==> config.mk <==
export PLATFORM = sky130hd
export DESIGN_NAME = jfc_cmd_decoder
export DESIGN_NICKNAME = d
export VERILOG_FILES = /design/src/rtl/jfc_pkg.sv /design/src/rtl/jfc_cycle_class.sv /design/src/rtl/jfc_seq_fsm.sv /design/src/rtl/jfc_id_read.sv /design/src/rtl/jfc_cmd_decoder.sv
export SDC_FILE = /design/constraint.sdc
export NUM_CORES = 1
export LEC_CHECK = 0
export CORE_UTILIZATION = 55
export CTS_CLUSTER_SIZE = 24
export DETAILED_ROUTE_END_ITERATION = 6
export DONT_BUFFER_PORTS = 1
export PLACE_DENSITY = 0.67
export REMOVE_ABC_BUFFERS = 1
export SKIP_LAST_GASP = 1
export SLEW_MARGIN = 20
export SYNTH_ARGS = -nofsm -noshare
export SYNTH_HDL_FRONTEND = slang
export SYNTH_HIERARCHICAL = 1
export SYNTH_SLANG_ARGS = --single-unit
==> constraint.sdc <==
create_clock -name clk -period 3.75 [get_ports clk]
set_clock_uncertainty 0.1 [all_clocks]
set_input_delay 1.125 -clock clk [delete_from_list [all_inputs] [get_ports clk]]
set_output_delay 1.125 -clock clk [all_outputs]
set_load 0.005 [all_outputs]
==> src/rtl/jfc_pkg.sv <==
package jfc_pkg;

  localparam int CMD_AW = 15;

  localparam logic [CMD_AW-1:0] ADR_UNLOCK_A = 15'h5555;
  localparam logic [CMD_AW-1:0] ADR_UNLOCK_B = 15'h2AAA;

  localparam logic [7:0] CODE_KEY_A   = 8'hAA;
  localparam logic [7:0] CODE_KEY_B   = 8'h55;
  localparam logic [7:0] CODE_PROG    = 8'hA0;
  localparam logic [7:0] CODE_ERASE   = 8'h80;
  localparam logic [7:0] CODE_ID_IN   = 8'h90;
  localparam logic [7:0] CODE_ID_OUT  = 8'hF0;
  localparam logic [7:0] CODE_SECTOR  = 8'h30;
  localparam logic [7:0] CODE_WHOLE   = 8'h10;

  typedef enum logic [2:0] {
    ST_READ,
    ST_KEY1,
    ST_KEY2,
    ST_PROG,
    ST_ERA1,
    ST_ERA2,
    ST_ERA3
  } seq_e;

  typedef struct packed {
    logic at_a;
    logic at_b;
    logic d_key_a;
    logic d_key_b;
    logic d_prog;
    logic d_erase;
    logic d_id_in;
    logic d_id_out;
    logic d_sector;
    logic d_whole;
  } cyc_t;

endpackage

==> src/rtl/jfc_cycle_class.sv <==
module jfc_cycle_class
  import jfc_pkg::*;
(
  input  logic [CMD_AW-1:0] cmd_addr,
  input  logic [7:0]        cmd_data,
  output cyc_t              cls
);

  always_comb begin
    cls.at_a     = (cmd_addr == ADR_UNLOCK_A);
    cls.at_b     = (cmd_addr == ADR_UNLOCK_B);
    cls.d_key_a  = (cmd_data == CODE_KEY_A);
    cls.d_key_b  = (cmd_data == CODE_KEY_B);
    cls.d_prog   = (cmd_data == CODE_PROG);
    cls.d_erase  = (cmd_data == CODE_ERASE);
    cls.d_id_in  = (cmd_data == CODE_ID_IN);
    cls.d_id_out = (cmd_data == CODE_ID_OUT);
    cls.d_sector = (cmd_data == CODE_SECTOR);
    cls.d_whole  = (cmd_data == CODE_WHOLE);
  end

endmodule

==> src/rtl/jfc_seq_fsm.sv <==
module jfc_seq_fsm
  import jfc_pkg::*;
#(
  parameter int ADDR_W     = 19,
  parameter int SECTOR_LSB = 12,
  localparam int SEC_W     = ADDR_W - SECTOR_LSB
) (
  input  logic              clk,
  input  logic              rst_n,
  input  logic              take,
  input  cyc_t              cls,
  input  logic [ADDR_W-1:0] wr_addr,
  input  logic [7:0]        wr_data,
  output logic              prog_stb,
  output logic [ADDR_W-1:0] prog_addr,
  output logic [7:0]        prog_data,
  output logic              sec_stb,
  output logic [SEC_W-1:0]  sec_addr,
  output logic              chip_stb,
  output logic              id_mode
);

  seq_e st_q, st_d;
  logic id_d;
  logic fire_prog, fire_sec, fire_chip;

  always_comb begin
    st_d      = st_q;
    id_d      = id_mode;
    fire_prog = 1'b0;
    fire_sec  = 1'b0;
    fire_chip = 1'b0;
    if (take) begin
      // default for every step below: mismatch drops to read mode
      st_d = ST_READ;
      id_d = 1'b0;
      unique case (st_q)
        ST_READ: begin
          if (cls.at_a && cls.d_key_a) begin
            st_d = ST_KEY1;
            id_d = id_mode;
          end
        end
        ST_KEY1: begin
          if (cls.at_b && cls.d_key_b) begin
            st_d = ST_KEY2;
            id_d = id_mode;
          end
        end
        ST_KEY2: begin
          if (cls.at_a) begin
            if (cls.d_prog) begin
              st_d = ST_PROG;
              id_d = id_mode;
            end else if (cls.d_erase) begin
              st_d = ST_ERA1;
              id_d = id_mode;
            end else if (cls.d_id_in) begin
              id_d = 1'b1;
            end
          end
        end
        ST_PROG: begin
          fire_prog = 1'b1;
          id_d      = id_mode;
        end
        ST_ERA1: begin
          if (cls.at_a && cls.d_key_a) begin
            st_d = ST_ERA2;
            id_d = id_mode;
          end
        end
        ST_ERA2: begin
          if (cls.at_b && cls.d_key_b) begin
            st_d = ST_ERA3;
            id_d = id_mode;
          end
        end
        ST_ERA3: begin
          if (cls.d_sector) begin
            fire_sec = 1'b1;
            id_d     = id_mode;
          end else if (cls.d_whole && cls.at_a) begin
            fire_chip = 1'b1;
            id_d      = id_mode;
          end
        end
        default: st_d = ST_READ;
      endcase
    end
  end

  always_ff @(posedge clk or negedge rst_n) begin
    if (!rst_n) begin
      st_q      <= ST_READ;
      id_mode   <= 1'b0;
      prog_stb  <= 1'b0;
      sec_stb   <= 1'b0;
      chip_stb  <= 1'b0;
      prog_addr <= '0;
      prog_data <= '0;
      sec_addr  <= '0;
    end else begin
      st_q     <= st_d;
      id_mode  <= id_d;
      prog_stb <= fire_prog;
      sec_stb  <= fire_sec;
      chip_stb <= fire_chip;
      if (fire_prog) begin
        prog_addr <= wr_addr;
        prog_data <= wr_data;
      end
      if (fire_sec) begin
        sec_addr <= wr_addr[ADDR_W-1:SECTOR_LSB];
      end
    end
  end

endmodule

==> src/rtl/jfc_id_read.sv <==
module jfc_id_read #(
  parameter int          ADDR_W = 19,
  parameter logic [7:0]  MFR_ID = 8'hBF,
  parameter logic [7:0]  DEV_ID = 8'hB7
) (
  input  logic              id_mode,
  input  logic [ADDR_W-1:0] rd_addr,
  output logic              id_hit,
  output logic [7:0]        id_data
);

  logic upper_clear;

  always_comb begin
    upper_clear = (rd_addr[ADDR_W-1:1] == '0);
    id_hit      = id_mode && upper_clear;
    if (!id_hit)         id_data = 8'h00;
    else if (rd_addr[0]) id_data = DEV_ID;
    else                 id_data = MFR_ID;
  end

endmodule

==> src/rtl/jfc_cmd_decoder.sv <==
module jfc_cmd_decoder
  import jfc_pkg::*;
#(
  parameter int         ADDR_W     = 19,
  parameter int         SECTOR_LSB = 12,
  parameter logic [7:0] MFR_ID     = 8'hBF,
  parameter logic [7:0] DEV_ID     = 8'hB7,
  localparam int        SEC_W      = ADDR_W - SECTOR_LSB
) (
  input  logic              clk,
  input  logic              rst_n,
  input  logic              wr_valid,
  input  logic [ADDR_W-1:0] wr_addr,
  input  logic [7:0]        wr_data,
  input  logic              busy,
  input  logic [ADDR_W-1:0] rd_addr,
  output logic              prog_stb,
  output logic [ADDR_W-1:0] prog_addr,
  output logic [7:0]        prog_data,
  output logic              sec_erase_stb,
  output logic [SEC_W-1:0]  sec_addr,
  output logic              chip_erase_stb,
  output logic              id_mode,
  output logic              id_hit,
  output logic [7:0]        id_data
);

  cyc_t cls;
  logic take;

  assign take = wr_valid && !busy;

  jfc_cycle_class u_class (
    .cmd_addr (wr_addr[CMD_AW-1:0]),
    .cmd_data (wr_data),
    .cls      (cls)
  );

  jfc_seq_fsm #(
    .ADDR_W     (ADDR_W),
    .SECTOR_LSB (SECTOR_LSB)
  ) u_fsm (
    .clk       (clk),
    .rst_n     (rst_n),
    .take      (take),
    .cls       (cls),
    .wr_addr   (wr_addr),
    .wr_data   (wr_data),
    .prog_stb  (prog_stb),
    .prog_addr (prog_addr),
    .prog_data (prog_data),
    .sec_stb   (sec_erase_stb),
    .sec_addr  (sec_addr),
    .chip_stb  (chip_erase_stb),
    .id_mode   (id_mode)
  );

  jfc_id_read #(
    .ADDR_W (ADDR_W),
    .MFR_ID (MFR_ID),
    .DEV_ID (DEV_ID)
  ) u_id (
    .id_mode (id_mode),
    .rd_addr (rd_addr),
    .id_hit  (id_hit),
    .id_data (id_data)
  );

endmodule

# After elaboration in Yosys (flattened, before gate mapping)
# Index checks and enable logic that the tools add are counted.
[totals]
word_cells = 69
in_bits = 50
out_inout_bits = 47
reg_bits = 41
[classes]
reduce_logical = 11
mux = 28
n_eq_ne = 21
bitwise_logic = 1
[ops]
columns = ["cell", "count"]
rows = [
  ["8-bit == test (second input constant)", 4],
  ["18-bit logical NOT", 1],
  ["1-bit two-way mux", 18],
  ["15-bit by 14-bit == test with 1-bit output (second input constant)", 1],
  ["15-bit == test (second input constant)", 1],
  ["3-bit two-way mux", 5],
  ["3-bit case mux with 5 select lines", 1],
  ["3-bit == test (second input constant)", 3],
  ["8-bit by 5-bit == test with 1-bit output (second input constant)", 1],
  ["8-bit by 6-bit == test with 1-bit output (second input constant)", 1],
  ["8-bit by 7-bit == test with 1-bit output (second input constant)", 1],
  ["8-bit two-way mux", 1],
  ["2-bit != test (second input constant)", 4],
  ["8-bit AND reduction", 1],
  ["3-bit by 2-bit == test with 1-bit output (second input constant)", 2],
  ["3-bit != test (second input constant)", 2],
  ["1-bit logical AND", 5],
  ["1-bit case mux with 5 select lines", 1],
  ["4-bit two-way mux", 1],
  ["2-bit OR reduction", 2],
  ["3-bit by 1-bit == test with 1-bit output (second input constant)", 1],
  ["3-bit logical NOT", 1],
  ["2-bit two-way mux", 1],
  ["1-bit logical NOT", 1],
  ["1-bit NOT", 1],
]

# Depth between registers and ports, before layout
# Gate-level depths: netlist of the first run.
[depth]
depth_word = 6
mapped_depth = 7

# Modules after synthesis
# Netlist of the first run, hierarchy kept.
[modules_own_cells]
columns = ["mod", "seq_area_each_um2", "cells_each", "n_inst", "area_each_um2"]
rows = [
  ["jfc_seq_fsm", 1026.0, 168, 1, 1734.2],
  ["jfc_cycle_class", 0.0, 27, 1, 190.2],
  ["jfc_id_read", 0.0, 17, 1, 117.6],
  ["jfc_cmd_decoder", 0.0, 1, 1, 13.8],
]

# Worst setup path before layout of the first run
# No wires, ideal clock.
[synth_timing]
path_kind = "in2out"
start = "input rd_addr[2]"
end = "output id_data[0]"
slack_ns = 0.014
required_time_ns = 2.525
path_stages = 4
t_arrival_ns = 2.511
path_buffers = 1
cell_sequence = "or4_4 or4_1 nor2_1 buf_4"
[synth_via]
elab_chain_len = 3
[synth_rtl]
columns = ["item", "line_no", "source"]
rows = [
  ["start: declaration", "jfc_cmd_decoder.sv:16", "input logic [ADDR_W-1:0] rd_addr,"],
  ["18-bit logical NOT", "jfc_id_read.sv:15", "upper_clear = (rd_addr[ADDR_W-1:1] == '0);"],
  ["1-bit logical AND", "jfc_id_read.sv:16", "id_hit = id_mode && upper_clear;"],
  ["named net id_hit", "jfc_cmd_decoder.sv:24", "output logic id_hit,"],
  ["8-bit two-way mux", "jfc_id_read.sv:17", "if (!id_hit) id_data = 8'h00;"],
  ["end: declaration", "jfc_cmd_decoder.sv:25", "output logic [7:0] id_data"],
]
# The timed path passes the listed nets, and every way through them passes these cells.

# Worst setup path in the final report of the first run
# Ends and elaborated chain as after synthesis.

==> qor.yml, run 1 <==
setup_path:
  cp_slowest_cell: "or4_4"
  path_buf_inv: 1
  slowest_delay_ps: 510
  crit_chain: "or4_4, or4_1, nor2_1, buf_4"
  cp_max_fo: 7
  crit_arrival_ps: 2310
  crit_path_end_kind: "output pin"
  start_kind: "input port"
  critPathTopFamily: "simple AND/OR/NAND/NOR gates"
  path_class: "input port to output pin"
  critPathRequiredTime_ps: 2520
clock_tree:
  cts_tree: "built"
  clk_pin_slew_worst_paths_ps: 90
  post_cts_buffers: 0
  insertion_delay_ps: 290
  htree_levels: 2
  cts_max_path_buffers: 2
  holdBufCountCts: 0
  post_cts_resized: 0
  clock-root-buffer: "clkbuf_8"
  clock_sinks: 41
  cts_buffers: 5
route:
  wl_um: 4010
  first_iter_violations: 73
  vias: 1435
  dr.pass1.iters: 4
  antenna_left: 0
  via_per_inst: 5.72
  routedWlPerCell_um: 16.0
  drc: 0
flow_run:
  drv_cap: 0
timing:
  final.period_utilization_pct: 94.2
  rsz0062_at_grt: "no"
  hold_violations: 0
  tns_ps: 0
  slew_violations: 0
  timing.fmax_ghz: 0.283
  fin_crit_ps: 3530
  setup-violations-final: 0
  max-slew-margin-rel_pct: 60.3
  tightest_slew_ps: 590
floorplan:
  row_count: 21
  dieArea_um2: 3970
  coreArea_um2: 3440
  ios: 97
  start_util_pct: 59.5
  die_x_um: 63.0
  die_h_um: 63.0
final_layout:
  fin_area_um2: 2100
  regArea_um2: 1030
  multiInputGateArea_um2: 890
  diodes: 0
  drive_gt1_share_pct: 14.1
  filler_cell_count: 300
  nNetsFinal: 254
  synthToLayoutAreaGrowth_pct: 2.38
power_and_ir_drop:
  ir_drop_uv: 213
  power_density_nw_per_um2: 358
  seq_power_share_pct: 59.0
  swShare_pct: 22.1
  p_leak_nw: 1.08
  power.switching_mw: 0.165
  p_int_mw: 0.584
  pwr-share-clk_pct: 39.1
  combPwrFrac_pct: 1.9
placed_design:
  place.gp.congestion: 0.841
  hpwlAfterDp_um: 2970
  io_buffers: 0
  postPlaceCellArea_um2: 2000
synthesis:
  syn-instance-count: 211
  avgSynthCellArea_um2: 9.70
  yosys_warnings: 6
  netlist_area_um2: 2050
global_routing:
  grt_max_degree: 42
  grt_pass1_vias: 1450
  grt.overflow.total: 0
  antenna_found_initial: 0
  track_usage_pct: 22.2
  grt_first_pass_wirelength_um: 6810
hold_path:
  hp-class: "input port to asynchronous set/reset pin"
outcome:
  status: "finished, final reports clean"
## cell type report
| class | count | share of cell area, % |
|---|---|---|
| Inverter | 3 | 0.657 |
| Clock inverter | 3 | 1.19 |
| Sequential cell | 41 | 49.0 |
| Timing Repair Buffer | 2 | 0.716 |
| Tap cell | 46 | 2.75 |
| Clock buffer | 5 | 3.28 |
| Multi-Input combinational cell | 151 | 42.4 |
## power by group through the flow
stage / logic [mW] / registers [mW] / clock network (mW)
6_report: 0.0142 / 0.442 / 0.293
5_1_grt: 0.0155 / 0.442 / 0.321
4_1_cts: 0.0144 / 0.442 / 0.304
3_5_place_dp: 0.0143 / 0.451 / 0
3_3_place_gp: 0.0139 / 0.451 / 0
2_1_floorplan: 0.0125 / 0.451 / 0
## state kept, by name, summed over array words and instances (netlist names)
register	count
u_fsm/sec_addr	7
u_fsm/sec_stb	1
u_fsm/prog_data	8
u_fsm/chip_stb	1
u_fsm/prog_stb	1
u_fsm/prog_addr	19
u_fsm/st_q	3
u_fsm/id_mode	1
## metal layers
layer  wire length [um]  vias up  share of wire [%]  GRT usage [%]
met1               1650      669                 41           27.7
met5                  0        -                  0              0
met2               1970       72                 49           36.0
met4                 11        0               0.27           4.94
met3                379        2                9.5           8.94
li1                   -      692                  -              -
## final timing paths
path	endpoint	from	slack [ps]	cells past startpoint
max	id_data[0]	rd_addr[2]	220	4
min	u_fsm/prog_addr[15]	rst_n	410	0
max reg2reg	u_fsm/prog_addr[12]	u_fsm/st_q[2]	1990	4
min reg2reg	u_fsm/prog_addr[15]	u_fsm/prog_addr[15]	410	2
max in group asynchronous	u_fsm/st_q[2]	rst_n	3050	0
min in group clk	u_fsm/prog_addr[15]	u_fsm/prog_addr[15]	410	2
## cells in the final DEF (no fill, tap or decap)
master	instances
nand2b_2	2
or4b_2	1
conb_1	1
clkinv_4	1
nand3b_1	3
nor4_1	10
inv_1	2
nor2b_4	2
or4_1	3
a211o_1	1
o22ai_1	1
nand3_1	1
or4bb_1	2
nand4_4	1
nor4b_1	1
nand2b_1	3
a21oi_1	4
o21ai_0	2
or4b_1	1
mux2_4	7
clkinvlp_4	1
nor2_1	2
inv_6	1
o211ai_2	1
nand4bb_1	1
nand4b_1	4
clkbuf_8	5
dfrtp_1	41
or3b_2	1
nand2_1	88
or4_4	1
mux2_2	1
nand4b_4	1
a32o_1	2
buf_4	2
nor3_1	3
inv_4	1
## stage by stage
step           utilization (%)  power [mW]  std cells  hold WS (ps)  setup WS [ps]
3_5_place_dp              58.2       0.465        243           391            214
5_1_grt                   60.9       0.779        251           391            121
4_1_cts                   60.9       0.760        251           403            214
3_3_place_gp              58.2       0.464        243           386            230
2_1_floorplan                -       0.463        195           370           13.0
6_report                  60.9       0.749        251           406            217
Note: power is estimated with default switching activity, not from simulation.
==> inputs of run 2 (changes only) <==
==> constraint.sdc (replaced) <==
create_clock -name clk -period 3.75 [get_ports clk]
set_clock_uncertainty 0.1 [all_clocks]
set_input_delay 0.75 -clock clk [delete_from_list [all_inputs] [get_ports clk]]
set_output_delay 0.75 -clock clk [all_outputs]
set_load 0.005 [all_outputs]
==> run 2 against run 1 <==
  * Flip-flop and latch count did not move
  * Combinational power hardly changed
  * First-iteration DRC count grew 11%
  * Sequential share of layout area increased by 0.53 points
  * Highest routed layer unchanged
==> qor.yml, run 2 (synthesis results as in run 1) <==
timing:
  timing.fmax_ghz: 0.331
  final.period_utilization_pct: 80.6
  tns_ps: 0
  fin_crit_ps: 3020
  tightest_slew_ps: 749
  hold_violations: 0
  max-slew-margin-rel_pct: 49.6
  rsz0062_at_grt: "no"
  setup-violations-final: 0
  slew_violations: 0
  hold_ws_ps: 47.4
  worst_slack_ps: 729
placed_design:
  place.gp.congestion: 0.882
  hpwlAfterDp_um: 3050
  dpl.cell_count: 241
  io_buffers: 0
  postPlaceCellArea_um2: 1990
  pre_cts_ws_ps: 721
global_routing:
  globalRouteMet2Util_pct: 37.6
  use_met1_pct: 27.9
  grt_pass1_vias: 1502
  met3_usage_pct: 8.39
  grt.overflow.total: 0
  grt_first_pass_wirelength_um: 6980
  track_usage_pct: 23.1
  grt-busiest-layer: "met2"
  grt_max_degree: 42
  antenna_found_initial: 0
floorplan:
  die_x_um: 63.0
  row_count: 21
  start_util_pct: 59.5
  die_h_um: 63.0
  dieArea_um2: 3970
  coreArea_um2: 3440
  ios: 97
final_layout:
  fin_cells: 249
  top_regs: "u_fsm/prog_addr (19), u_fsm/prog_data (8), u_fsm/sec_addr (7)"
  diodes: 0
  largest_reg_flops: 19
  fin_util_pct: 60.2
  nNetsFinal: 252
  layout_common_cells: "nand2_1, dfrtp_1, nor4_1, mux2_4, clkbuf_8"
  filler_cell_count: 291
  synthToLayoutAreaGrowth_pct: 1.28
  final_common_cell: "nand2_1"
  drive_gt1_share_pct: 13.3
  regMostFlops: "u_fsm/prog_addr"
  fin_area_um2: 2070
setup_path:
  start_kind: "input port"
  crit_arrival_ps: 2170
  cp_max_fo: 7
  path_class: "input port to output pin"
  crit_path_end_kind: "output pin"
  critPathRequiredTime_ps: 2900
flow_run:
  drv_cap: 0
clock_tree:
  cts_buffers: 5
  clk_pin_slew_worst_paths_ps: 80
  post_cts_resized: 0
  htree_levels: 2
  clock-root-buffer: "clkbuf_8"
  holdBufCountCts: 0
  clock_sinks: 41
  cts_max_path_buffers: 2
  post_cts_buffers: 0
  insertion_delay_ps: 280
  cts_tree: "built"
route:
  antenna_left: 0
  first_iter_violations: 81
  via_per_inst: 5.84
  dr.pass1.iters: 5
  routedWlPerCell_um: 16.7
  vias: 1453
  wl_um: 4150
  drc: 0
power_and_ir_drop:
  power_mw: 0.733
  ir_drop_uv: 165
  p_leak_nw: 1.07
  power_density_nw_per_um2: 354
outcome:
  status: "finished, final reports clean"
hold_path:
  hp-class: "input port to asynchronous set/reset pin"
run 2: final cells by class:
class	instances	area (um^2)	area share, %
multi-input combinational	151	890	42.9
clock buffer	5	68.8	3.32
sequential	41	1030	49.5
tap	46	57.6	2.78
clock inverter	3	17.5	0.845
inverter	3	13.8	0.664
run 2: critical path, cell delays in order:
cell    delay, ps
or4_4         510
or4_1         400
nor2_1        500
run 2: power by group:
group,switching [mW],total (mW),internal [mW]
Sequential,0.0000000104,0.442,0.442
Combinational,0.00631,0.0144,0.00804
Clock,0.149,0.277,0.128
Total,0.155,0.733,0.578
run 2: final timing paths:
check                                    from            endpoint  slack [ps]  depth (start not counted)
max                                rd_addr[2]          id_data[7]         730                          3
max reg2reg                     u_fsm/st_q[2]  u_fsm/prog_data[4]        1990                          4
min reg2reg                u_fsm/prog_data[1]  u_fsm/prog_data[1]         400                          2
max in group asynchronous               rst_n       u_fsm/st_q[0]        3420                          0
min                                     rst_n  u_fsm/prog_addr[8]          50                          0
min in group clk           u_fsm/prog_data[1]  u_fsm/prog_data[1]         400                          2
run 2: routing by layer:
layer	share of wire [%]	routed length (um)
met3	8.5	354
met5	0	0
met4	0.51	21
met1	40	1670
met2	51	2100
